==> src/rtl/ptlb_pkg.sv <==
package ptlb_pkg;

  localparam int MASK_W    = 12;
  localparam int MIN_SHIFT = 12;

  typedef enum logic [2:0] {
    FLT_NONE      = 3'd0,
    FLT_REFILL_LD = 3'd1,
    FLT_REFILL_ST = 3'd2,
    FLT_INVAL_LD  = 3'd3,
    FLT_INVAL_ST  = 3'd4,
    FLT_MODIFY    = 3'd5
  } fault_e;

  // Legal masks are runs of ones from bit 0, in pairs.
  function automatic logic mask_legal(input logic [MASK_W-1:0] m);
    logic ok;
    ok = 1'b0;
    for (int k = 0; k <= MASK_W / 2; k++) begin
      if (m == MASK_W'((1 << (2 * k)) - 1)) ok = 1'b1;
    end
    return ok;
  endfunction

endpackage

==> src/rtl/ptlb_match.sv <==
module ptlb_match
  import ptlb_pkg::*;
#(
  parameter int ASID_W      = 8,
  parameter int PFN_W       = 24,
  parameter int VMAP_W      = 40,
  parameter int GLB_FROM_LO = 0,
  localparam int VPAIR_W    = VMAP_W - MIN_SHIFT - 1,
  localparam int PA_W       = PFN_W + MIN_SHIFT,
  localparam int POS_W      = $clog2(VMAP_W)
) (
  input  logic [VMAP_W-1:0]  va,
  input  logic [1:0]         va_region,
  input  logic [ASID_W-1:0]  cur_asid,
  input  logic [1:0]         e_region,
  input  logic [VPAIR_W-1:0] e_vpair,
  input  logic [ASID_W-1:0]  e_asid,
  input  logic               e_hi_g,
  input  logic [MASK_W-1:0]  e_mask,
  input  logic [PFN_W-1:0]   e_lo0_pfn,
  input  logic               e_lo0_v,
  input  logic               e_lo0_d,
  input  logic               e_lo0_g,
  input  logic [PFN_W-1:0]   e_lo1_pfn,
  input  logic               e_lo1_v,
  input  logic               e_lo1_d,
  input  logic               e_lo1_g,
  output logic               hit,
  output logic               sel_valid,
  output logic               sel_dirty,
  output logic [PA_W-1:0]    paddr
);

  logic [VPAIR_W-1:0] ign;
  logic [3:0]         ones;
  logic [POS_W-1:0]   odd_pos;
  logic               odd, legal, vmatch, amatch, glob;
  logic [PA_W-1:0]    offm;
  logic [PFN_W-1:0]   pfn;
  logic               unused_glob;

  assign unused_glob = e_hi_g ^ e_lo0_g ^ e_lo1_g;

  always_comb begin
    ign     = VPAIR_W'(e_mask);
    legal   = mask_legal(e_mask);
    ones    = 4'($countones(e_mask));
    vmatch  = (((va[VMAP_W-1:MIN_SHIFT+1] ^ e_vpair) & ~ign) == '0) &&
              (va_region == e_region);
    glob    = (GLB_FROM_LO != 0) ? (e_lo0_g & e_lo1_g) : e_hi_g;
    amatch  = (e_asid == cur_asid) || glob;
    hit     = legal && vmatch && amatch;
    odd_pos = POS_W'(MIN_SHIFT) + POS_W'(ones);
    odd     = va[odd_pos];
    offm    = (PA_W'(1) << odd_pos) - PA_W'(1);
    pfn       = odd ? e_lo1_pfn : e_lo0_pfn;
    sel_valid = odd ? e_lo1_v   : e_lo0_v;
    sel_dirty = odd ? e_lo1_d   : e_lo0_d;
    paddr     = {pfn, {MIN_SHIFT{1'b0}}} | (va[PA_W-1:0] & offm);
  end

endmodule

==> src/rtl/ptlb_pick.sv <==
module ptlb_pick #(
  parameter int ENTRIES = 8,
  localparam int IDX_W  = (ENTRIES > 1) ? $clog2(ENTRIES) : 1
) (
  input  logic [ENTRIES-1:0] hits,
  input  logic [IDX_W-1:0]   start,
  output logic               any,
  output logic [IDX_W-1:0]   win
);

  logic [IDX_W:0] pos;

  always_comb begin
    any = 1'b0;
    win = '0;
    pos = '0;
    for (int k = 0; k < ENTRIES; k++) begin
      pos = {1'b0, start} + (IDX_W+1)'(k);
      if (pos >= (IDX_W+1)'(ENTRIES)) pos = pos - (IDX_W+1)'(ENTRIES);
      if (!any && hits[pos[IDX_W-1:0]]) begin
        any = 1'b1;
        win = pos[IDX_W-1:0];
      end
    end
  end

endmodule

==> src/rtl/ptlb_lookup.sv <==
module ptlb_lookup
  import ptlb_pkg::*;
#(
  parameter int ENTRIES     = 8,
  parameter int ASID_W      = 8,
  parameter int PFN_W       = 24,
  parameter int VMAP_W      = 40,
  parameter int GLB_FROM_LO = 0,
  localparam int IDX_W      = (ENTRIES > 1) ? $clog2(ENTRIES) : 1,
  localparam int VPAIR_W    = VMAP_W - MIN_SHIFT - 1,
  localparam int PA_W       = PFN_W + MIN_SHIFT
) (
  input  logic               clk,
  input  logic               rst,
  input  logic               req_valid,
  input  logic [63:0]        req_va,
  input  logic [ASID_W-1:0]  req_asid,
  input  logic               req_write,
  input  logic               wr_en,
  input  logic [IDX_W-1:0]   wr_idx,
  input  logic [1:0]         wr_region,
  input  logic [VPAIR_W-1:0] wr_vpair,
  input  logic [ASID_W-1:0]  wr_asid,
  input  logic               wr_hi_g,
  input  logic [MASK_W-1:0]  wr_mask,
  input  logic [PFN_W-1:0]   wr_lo0_pfn,
  input  logic               wr_lo0_v,
  input  logic               wr_lo0_d,
  input  logic               wr_lo0_g,
  input  logic [PFN_W-1:0]   wr_lo1_pfn,
  input  logic               wr_lo1_v,
  input  logic               wr_lo1_d,
  input  logic               wr_lo1_g,
  output logic               rsp_valid,
  output logic               rsp_ok,
  output logic               rsp_writable,
  output logic [PA_W-1:0]    rsp_paddr,
  output logic [2:0]         rsp_fault
);

  typedef struct packed {
    logic [1:0]         region;
    logic [VPAIR_W-1:0] vpair;
    logic [ASID_W-1:0]  asid;
    logic               g;
    logic [MASK_W-1:0]  mask;
  } hi_t;

  typedef struct packed {
    logic [PFN_W-1:0] pfn;
    logic             v;
    logic             d;
    logic             g;
  } lo_t;

  hi_t             hi_q  [ENTRIES];
  lo_t             lo0_q [ENTRIES];
  lo_t             lo1_q [ENTRIES];
  logic [IDX_W-1:0] last_q;

  logic             unused_va;
  assign unused_va = ^req_va[61:VMAP_W];

  // Slot storage and last-written index
  always_ff @(posedge clk) begin
    if (rst) begin
      for (int i = 0; i < ENTRIES; i++) begin
        hi_q[i]  <= '0;
        lo0_q[i] <= '0;
        lo1_q[i] <= '0;
      end
      last_q <= '0;
    end else if (wr_en && ({1'b0, wr_idx} < (IDX_W+1)'(ENTRIES))) begin
      hi_q[wr_idx]  <= '{region: wr_region, vpair: wr_vpair, asid: wr_asid,
                         g: wr_hi_g, mask: wr_mask};
      lo0_q[wr_idx] <= '{pfn: wr_lo0_pfn, v: wr_lo0_v, d: wr_lo0_d, g: wr_lo0_g};
      lo1_q[wr_idx] <= '{pfn: wr_lo1_pfn, v: wr_lo1_v, d: wr_lo1_d, g: wr_lo1_g};
      last_q        <= wr_idx;
    end
  end

  // Per-slot comparison
  logic [ENTRIES-1:0] hits, vbits, dbits;
  logic [PA_W-1:0]    pa_s [ENTRIES];

  for (genvar g = 0; g < ENTRIES; g++) begin : g_slot
    ptlb_match #(
      .ASID_W(ASID_W), .PFN_W(PFN_W), .VMAP_W(VMAP_W), .GLB_FROM_LO(GLB_FROM_LO)
    ) u_match (
      .va        (req_va[VMAP_W-1:0]),
      .va_region (req_va[63:62]),
      .cur_asid  (req_asid),
      .e_region  (hi_q[g].region),
      .e_vpair   (hi_q[g].vpair),
      .e_asid    (hi_q[g].asid),
      .e_hi_g    (hi_q[g].g),
      .e_mask    (hi_q[g].mask),
      .e_lo0_pfn (lo0_q[g].pfn),
      .e_lo0_v   (lo0_q[g].v),
      .e_lo0_d   (lo0_q[g].d),
      .e_lo0_g   (lo0_q[g].g),
      .e_lo1_pfn (lo1_q[g].pfn),
      .e_lo1_v   (lo1_q[g].v),
      .e_lo1_d   (lo1_q[g].d),
      .e_lo1_g   (lo1_q[g].g),
      .hit       (hits[g]),
      .sel_valid (vbits[g]),
      .sel_dirty (dbits[g]),
      .paddr     (pa_s[g])
    );
  end

  logic             any_hit;
  logic [IDX_W-1:0] win;

  ptlb_pick #(.ENTRIES(ENTRIES)) u_pick (
    .hits  (hits),
    .start (last_q),
    .any   (any_hit),
    .win   (win)
  );

  // Fault classification
  fault_e          nxt_fault;
  logic            nxt_ok, nxt_wr;
  logic [PA_W-1:0] nxt_pa;

  always_comb begin
    nxt_ok    = 1'b0;
    nxt_wr    = 1'b0;
    nxt_pa    = '0;
    nxt_fault = FLT_NONE;
    if (!any_hit) begin
      nxt_fault = req_write ? FLT_REFILL_ST : FLT_REFILL_LD;
    end else if (!vbits[win]) begin
      nxt_fault = req_write ? FLT_INVAL_ST : FLT_INVAL_LD;
    end else if (req_write && !dbits[win]) begin
      nxt_fault = FLT_MODIFY;
    end else begin
      nxt_ok = 1'b1;
      nxt_wr = dbits[win];
      nxt_pa = pa_s[win];
    end
  end

  always_ff @(posedge clk) begin
    if (rst) begin
      rsp_valid    <= 1'b0;
      rsp_ok       <= 1'b0;
      rsp_writable <= 1'b0;
      rsp_paddr    <= '0;
      rsp_fault    <= FLT_NONE;
    end else begin
      rsp_valid    <= req_valid;
      rsp_ok       <= req_valid & nxt_ok;
      rsp_writable <= req_valid & nxt_wr;
      rsp_paddr    <= req_valid ? nxt_pa : '0;
      rsp_fault    <= req_valid ? nxt_fault : FLT_NONE;
    end
  end

endmodule

==> config.mk <==
export PLATFORM = sky130hd
export DESIGN_NAME = ptlb_lookup
export DESIGN_NICKNAME = d
export VERILOG_FILES = /design/src/rtl/ptlb_pkg.sv /design/src/rtl/ptlb_match.sv /design/src/rtl/ptlb_pick.sv /design/src/rtl/ptlb_lookup.sv
export SDC_FILE = /design/constraint.sdc
export NUM_CORES = 2
export LEC_CHECK = 0
export BUFFER_PORTS_ARGS = -buffer_cell sky130_fd_sc_hd__buf_2
export CAP_MARGIN = 30
export CORE_MARGIN = 2
export CORE_UTILIZATION = 57
export CTS_CLUSTER_DIAMETER = 40
export DETAILED_ROUTE_END_ITERATION = 16
export PLACE_DENSITY_LB_ADDON = 0.15
export SETUP_SLACK_MARGIN = 0.5
export SLEW_MARGIN = 20
export SYNTH_ARGS = -nofsm -noshare
export SYNTH_HDL_FRONTEND = slang
export SYNTH_SLANG_ARGS = --single-unit
==> constraint.sdc <==
create_clock -name clk -period 7.27 [get_ports clk]
set_clock_uncertainty 0.2 [all_clocks]
set_input_delay 0.3635 -clock clk [delete_from_list [all_inputs] [get_ports clk]]
set_output_delay 0.3635 -clock clk [all_outputs]
set_load 0.01 [all_outputs]
==> impl_summary.txt <==
----------------------------------------------------
[Status]
  Outcome ... completed

[Logic synthesis]
  Average footprint of a synthesized cell ... between 10 and 15 µm²
  Number of nets in the synthesized netlist ... ~5.4k
  EDFF count, synth ... 816
  Number of distinct standard cells referenced by the synthesized netlist ... 96
  Number of instances in the synthesized netlist ... ~5.0k
  Mapped Area ... around 54,000 µm²
  Sequential cell area fraction in the yosys report ... around 47%
  #FFs+latches synth ... between 800 and 900
  Number of warnings printed during yosys synthesis ... 0
  Main flop type after synthesis ... sky130_fd_sc_hd__edfxtp_1
  Asr flop ratio synth ... 0%

[STA]
  Normalized max-slew margin ... ~25%
  Crit share post-route ... about nine tenths
  Slew at the pin closest to its max-slew limit ... between 1000 and 1500 ps
  Fmax ... between 150 and 200 MHz
  Shortest period the worst path allows ... 6663 ps
  Final Hold Vio Count ... 0
  Max Transition Viols Final ... 0
  Final setup violation count ... 0
  Setup repair after global routing missed its margin ... true
  Total Neg Setup Slack ... 0 ps

[Worst setup path]
  Launch point of the critical path ... hi_q[5][7]
  Internal reg-to-reg setup slack ... around 610 ps
  Critical R2R Capture ... rsp_paddr[30]
  Kind of end point of the critical path ... flip-flop
  Worst flop-to-flop path startpoint ... hi_q[5][7]
  Critical path class ... reg2reg
  FF-to-FF path depth ... 25
  Worst endpoint data arrival time ... between 7000 and 8000 ps
  Maximum net fanout on the critical path ... 30
  Startpoint kind of the worst setup timing path ... flip-flop
  Critical path capture point ... rsp_paddr[30]
  CP required ... approximately 7700 ps

[Run]
  Max-cap violations ... 0

[Route]
  Final ANT Viol Nets ... 0
  Wire length per cell ... 28.98 µm
  Number of violations reported at the end of detailed-routing iteration 0 ... 6,318
  Detailed-route via count ... around 43k
  WL final ... 193,900 µm
  Number of detailed-routing iterations run before antenna repair ... 6
  # DRC ... 0
  Number of vias per cell ... between 6 and 7

[Clocking]
  Maximum level of the CTS H-tree ... 3
  Register clock-pin slew on the reported worst setup and hold paths ... approximately 60 ps
  Max clock buf depth ... 3
  Worst-skew pair later-pin latency ... slightly above 700 ps
  Sinks on Clock Net ... between 800 and 900
  CTS tree ... built
  Clock root buffer master ... sky130_fd_sc_hd__clkbuf_16
  Number of buffers added by the clock tree synthesis step ... 121

[Min path]
  Beginning of the worst hold path ... wr_mask[6]
  Type of the worst min-delay path ... in2reg

[Final layout]
  Total Nets Final ... approximately 5.7k
  Most frequent cells in the layout ... 820 x sky130_fd_sc_hd__and2_1, 816 x sky130_fd_sc_hd__edfxtp_1, 293 x sky130_fd_sc_hd__nand2_1
  Synthesis-to-layout area growth ... 16.62%
  Most common cell after layout, fill and taps aside ... sky130_fd_sc_hd__and2_1
  Ratio of cells with drive above 1 in the final layout ... ~17%

[Global routing]
  Pin count of the biggest net entering global routing ... 93
  Vias in the first global route ... a little over 40k
  Global-route wire length before repair ... between 200,000 and 300,000 µm
  Remaining global-route overflow ... 0
  Global-route usage over all layers ... about 39%
  Initial antenna violation count ... 9

[Die]
  Starting Density ... 57.75%
  Number of placement rows ... roughly 110
  Horizontal die dimension ... approximately 310 µm
  I/O pin total ... 226
  Floorplan Core Area ... between 90,000 and 100,000 µm²
  Die Height ... 312.0 µm
  Area of the die ... approximately 100,000 µm²

[Placed design]
  Post-DP HPWL ... 133,700 µm
  Gpl congestion ... 1.034
  Port Buffer Count ... about 200

----------------------------------------------------
## layer usage
layer	wire, µm	share of wire (%)	global-route usage [%]	vias to the layer above
li1	-	-	-	18800
met1	74230	38	53.33	21390
met2	83720	43	58.02	2825
met3	28200	15	14.05	457
met4	7583	3.9	13.90	10
met5	196	0.10	1.209	-
## final cells by class
class	count	area, µm²
antenna	6	15.01
clock buffer	145	3182
clock inverter	84	1017
fill	7147	30560
inverter	239	897.1
multi-input combinational	3555	26760
sequential	861	25400
tap	1254	1569
timing repair buffer	548	4209
## cell usage after synthesis (13+ instances only)
| cell | n | area, µm² |
|---|---|---|
| sky130_fd_sc_hd__a211o_1 | 15 | 131.4 |
| sky130_fd_sc_hd__a221oi_1 | 14 | 122.6 |
| sky130_fd_sc_hd__o31ai_1 | 14 | 105.1 |
| sky130_fd_sc_hd__xnor2_1 | 217 | 1901 |
| sky130_fd_sc_hd__o21ai_0 | 184 | 920.9 |
| sky130_fd_sc_hd__xor2_1 | 111 | 972.2 |
| sky130_fd_sc_hd__or4_1 | 16 | 120.1 |
| sky130_fd_sc_hd__clkbuf_1 | 268 | 1006 |
| sky130_fd_sc_hd__mux4_2 | 85 | 1914 |
| sky130_fd_sc_hd__nor2_1 | 198 | 743.2 |
| sky130_fd_sc_hd__o211ai_1 | 58 | 435.4 |
| sky130_fd_sc_hd__a31oi_1 | 46 | 287.8 |
| sky130_fd_sc_hd__nand2_1 | 294 | 1104 |
| sky130_fd_sc_hd__mux2_2 | 51 | 574.3 |
| sky130_fd_sc_hd__nand2b_1 | 23 | 143.9 |
| sky130_fd_sc_hd__nand3_1 | 137 | 685.7 |
| sky130_fd_sc_hd__inv_1 | 231 | 867.1 |
| sky130_fd_sc_hd__or3_1 | 22 | 137.6 |
| sky130_fd_sc_hd__dfxtp_1 | 45 | 900.9 |
| sky130_fd_sc_hd__fa_1 | 56 | 1121 |
| sky130_fd_sc_hd__ha_1 | 154 | 1927 |
| sky130_fd_sc_hd__and2_1 | 821 | 5136 |
| sky130_fd_sc_hd__a311oi_1 | 26 | 227.7 |
| sky130_fd_sc_hd__nand4_1 | 54 | 337.8 |
| sky130_fd_sc_hd__nor3_1 | 75 | 375.4 |
| sky130_fd_sc_hd__a22oi_1 | 23 | 172.7 |
| sky130_fd_sc_hd__buf_1 | 18 | 67.56 |
| sky130_fd_sc_hd__and3_1 | 17 | 106.4 |
| sky130_fd_sc_hd__or2_2 | 25 | 156.4 |
| sky130_fd_sc_hd__nor2b_1 | 32 | 200.2 |
| sky130_fd_sc_hd__nor4_1 | 65 | 406.6 |
| sky130_fd_sc_hd__nand3b_1 | 22 | 165.2 |
| sky130_fd_sc_hd__edfxtp_1 | 816 | 24500 |
| sky130_fd_sc_hd__o21a_1 | 13 | 97.59 |
| sky130_fd_sc_hd__o32ai_1 | 15 | 131.4 |
| sky130_fd_sc_hd__mux2i_1 | 177 | 1772 |
| sky130_fd_sc_hd__o311ai_0 | 13 | 113.9 |
| sky130_fd_sc_hd__a21oi_1 | 157 | 785.8 |
| sky130_fd_sc_hd__o22ai_1 | 82 | 513.0 |
| sky130_fd_sc_hd__buf_2 | 75 | 375.4 |
| sky130_fd_sc_hd__nand4b_1 | 14 | 122.6 |
| sky130_fd_sc_hd__a211oi_1 | 73 | 548.0 |
## worst min path at each step
| stage | to | slack (ps) | cells after the start |
|---|---|---|---|
| 6_report | hi_q[1][6] | 40 | 2 |
| 5_1_grt | hi_q[3][6] | 10 | 2 |
| 4_1_cts | hi_q[1][6] | 0.7 | 2 |
| 3_5_place_dp | rsp_fault[1] | 490 | 3 |
| 3_3_place_gp | rsp_fault[1] | 500 | 3 |
| 2_1_floorplan | rsp_paddr[4] | 280 | 2 |
## timing repair
action	CTS	global route
hold buffers	118	0
pin swaps	0	9
setup endpoints to repair	27	41
hold endpoints to repair	767	0
setup buffers	0	15
gates resized for setup	8	70
## through the flow
stage | std cells | util [%] | area [µm²] | setup WS, ps | hold slack [ps]
final | 6692 | 67.35 | 63050 | 607.1 | 42.89
after global routing | 6687 | 67.34 | 63040 | 404.6 | 13.94
after CTS | 6665 | 66.80 | 62530 | 482.0 | 0.6841
after detailed placement | 6318 | 61.01 | 57110 | 313.8 | 490.2
after global placement | 6317 | 60.98 | 57080 | 374.2 | 502.9
after floorplan | 5025 | - | 54080 | 523.0 | 281.8
## critical path, cell delays in order, from the launching register on
cell,delay [ps]
sky130_fd_sc_hd__edfxtp_1,420
sky130_fd_sc_hd__buf_4,170
sky130_fd_sc_hd__ha_1,210
sky130_fd_sc_hd__fa_1,480
sky130_fd_sc_hd__inv_1,50
sky130_fd_sc_hd__fa_1,480
sky130_fd_sc_hd__fa_1,520
sky130_fd_sc_hd__inv_1,70
sky130_fd_sc_hd__ha_1,270
sky130_fd_sc_hd__a21o_1,170
sky130_fd_sc_hd__a21oi_2,190
sky130_fd_sc_hd__xor2_2,380
sky130_fd_sc_hd__ha_2,290
sky130_fd_sc_hd__buf_8,220
sky130_fd_sc_hd__mux4_2,370
sky130_fd_sc_hd__mux2i_4,180
sky130_fd_sc_hd__buf_12,150
sky130_fd_sc_hd__buf_4,210
sky130_fd_sc_hd__mux2i_1,200
sky130_fd_sc_hd__a21oi_1,80
sky130_fd_sc_hd__a22oi_1,260
sky130_fd_sc_hd__nand3_2,250
sky130_fd_sc_hd__o211ai_4,230
sky130_fd_sc_hd__buf_12,230
sky130_fd_sc_hd__buf_4,150
sky130_fd_sc_hd__a21oi_1,50
## sequential cells by signal, summed over array words and instances, names as in the netlist
register      cells
hi_q            400
lo0_q           208
lo1_q           208
rsp_paddr        36
last_q            3
rsp_fault         3
rsp_ok            1
rsp_valid         1
rsp_writable      1
## kinds of logic after synthesis
group                    count (synthesis)  share of synthesized area, %
AO/OA/AOI/OAI                          860                         10.74
XOR/XNOR                               328                         5.314
adder cells (fa/ha/maj)                210                         5.638
buffers and inverters                  609                         4.492
flip-flops                             861                         46.99
multiplexers                           316                         7.982
AND/OR/NAND/NOR                       1841                         18.85
Power is not shown: default switching activity piles up to over one toggle a cycle in this logic, so the estimate is an artifact.
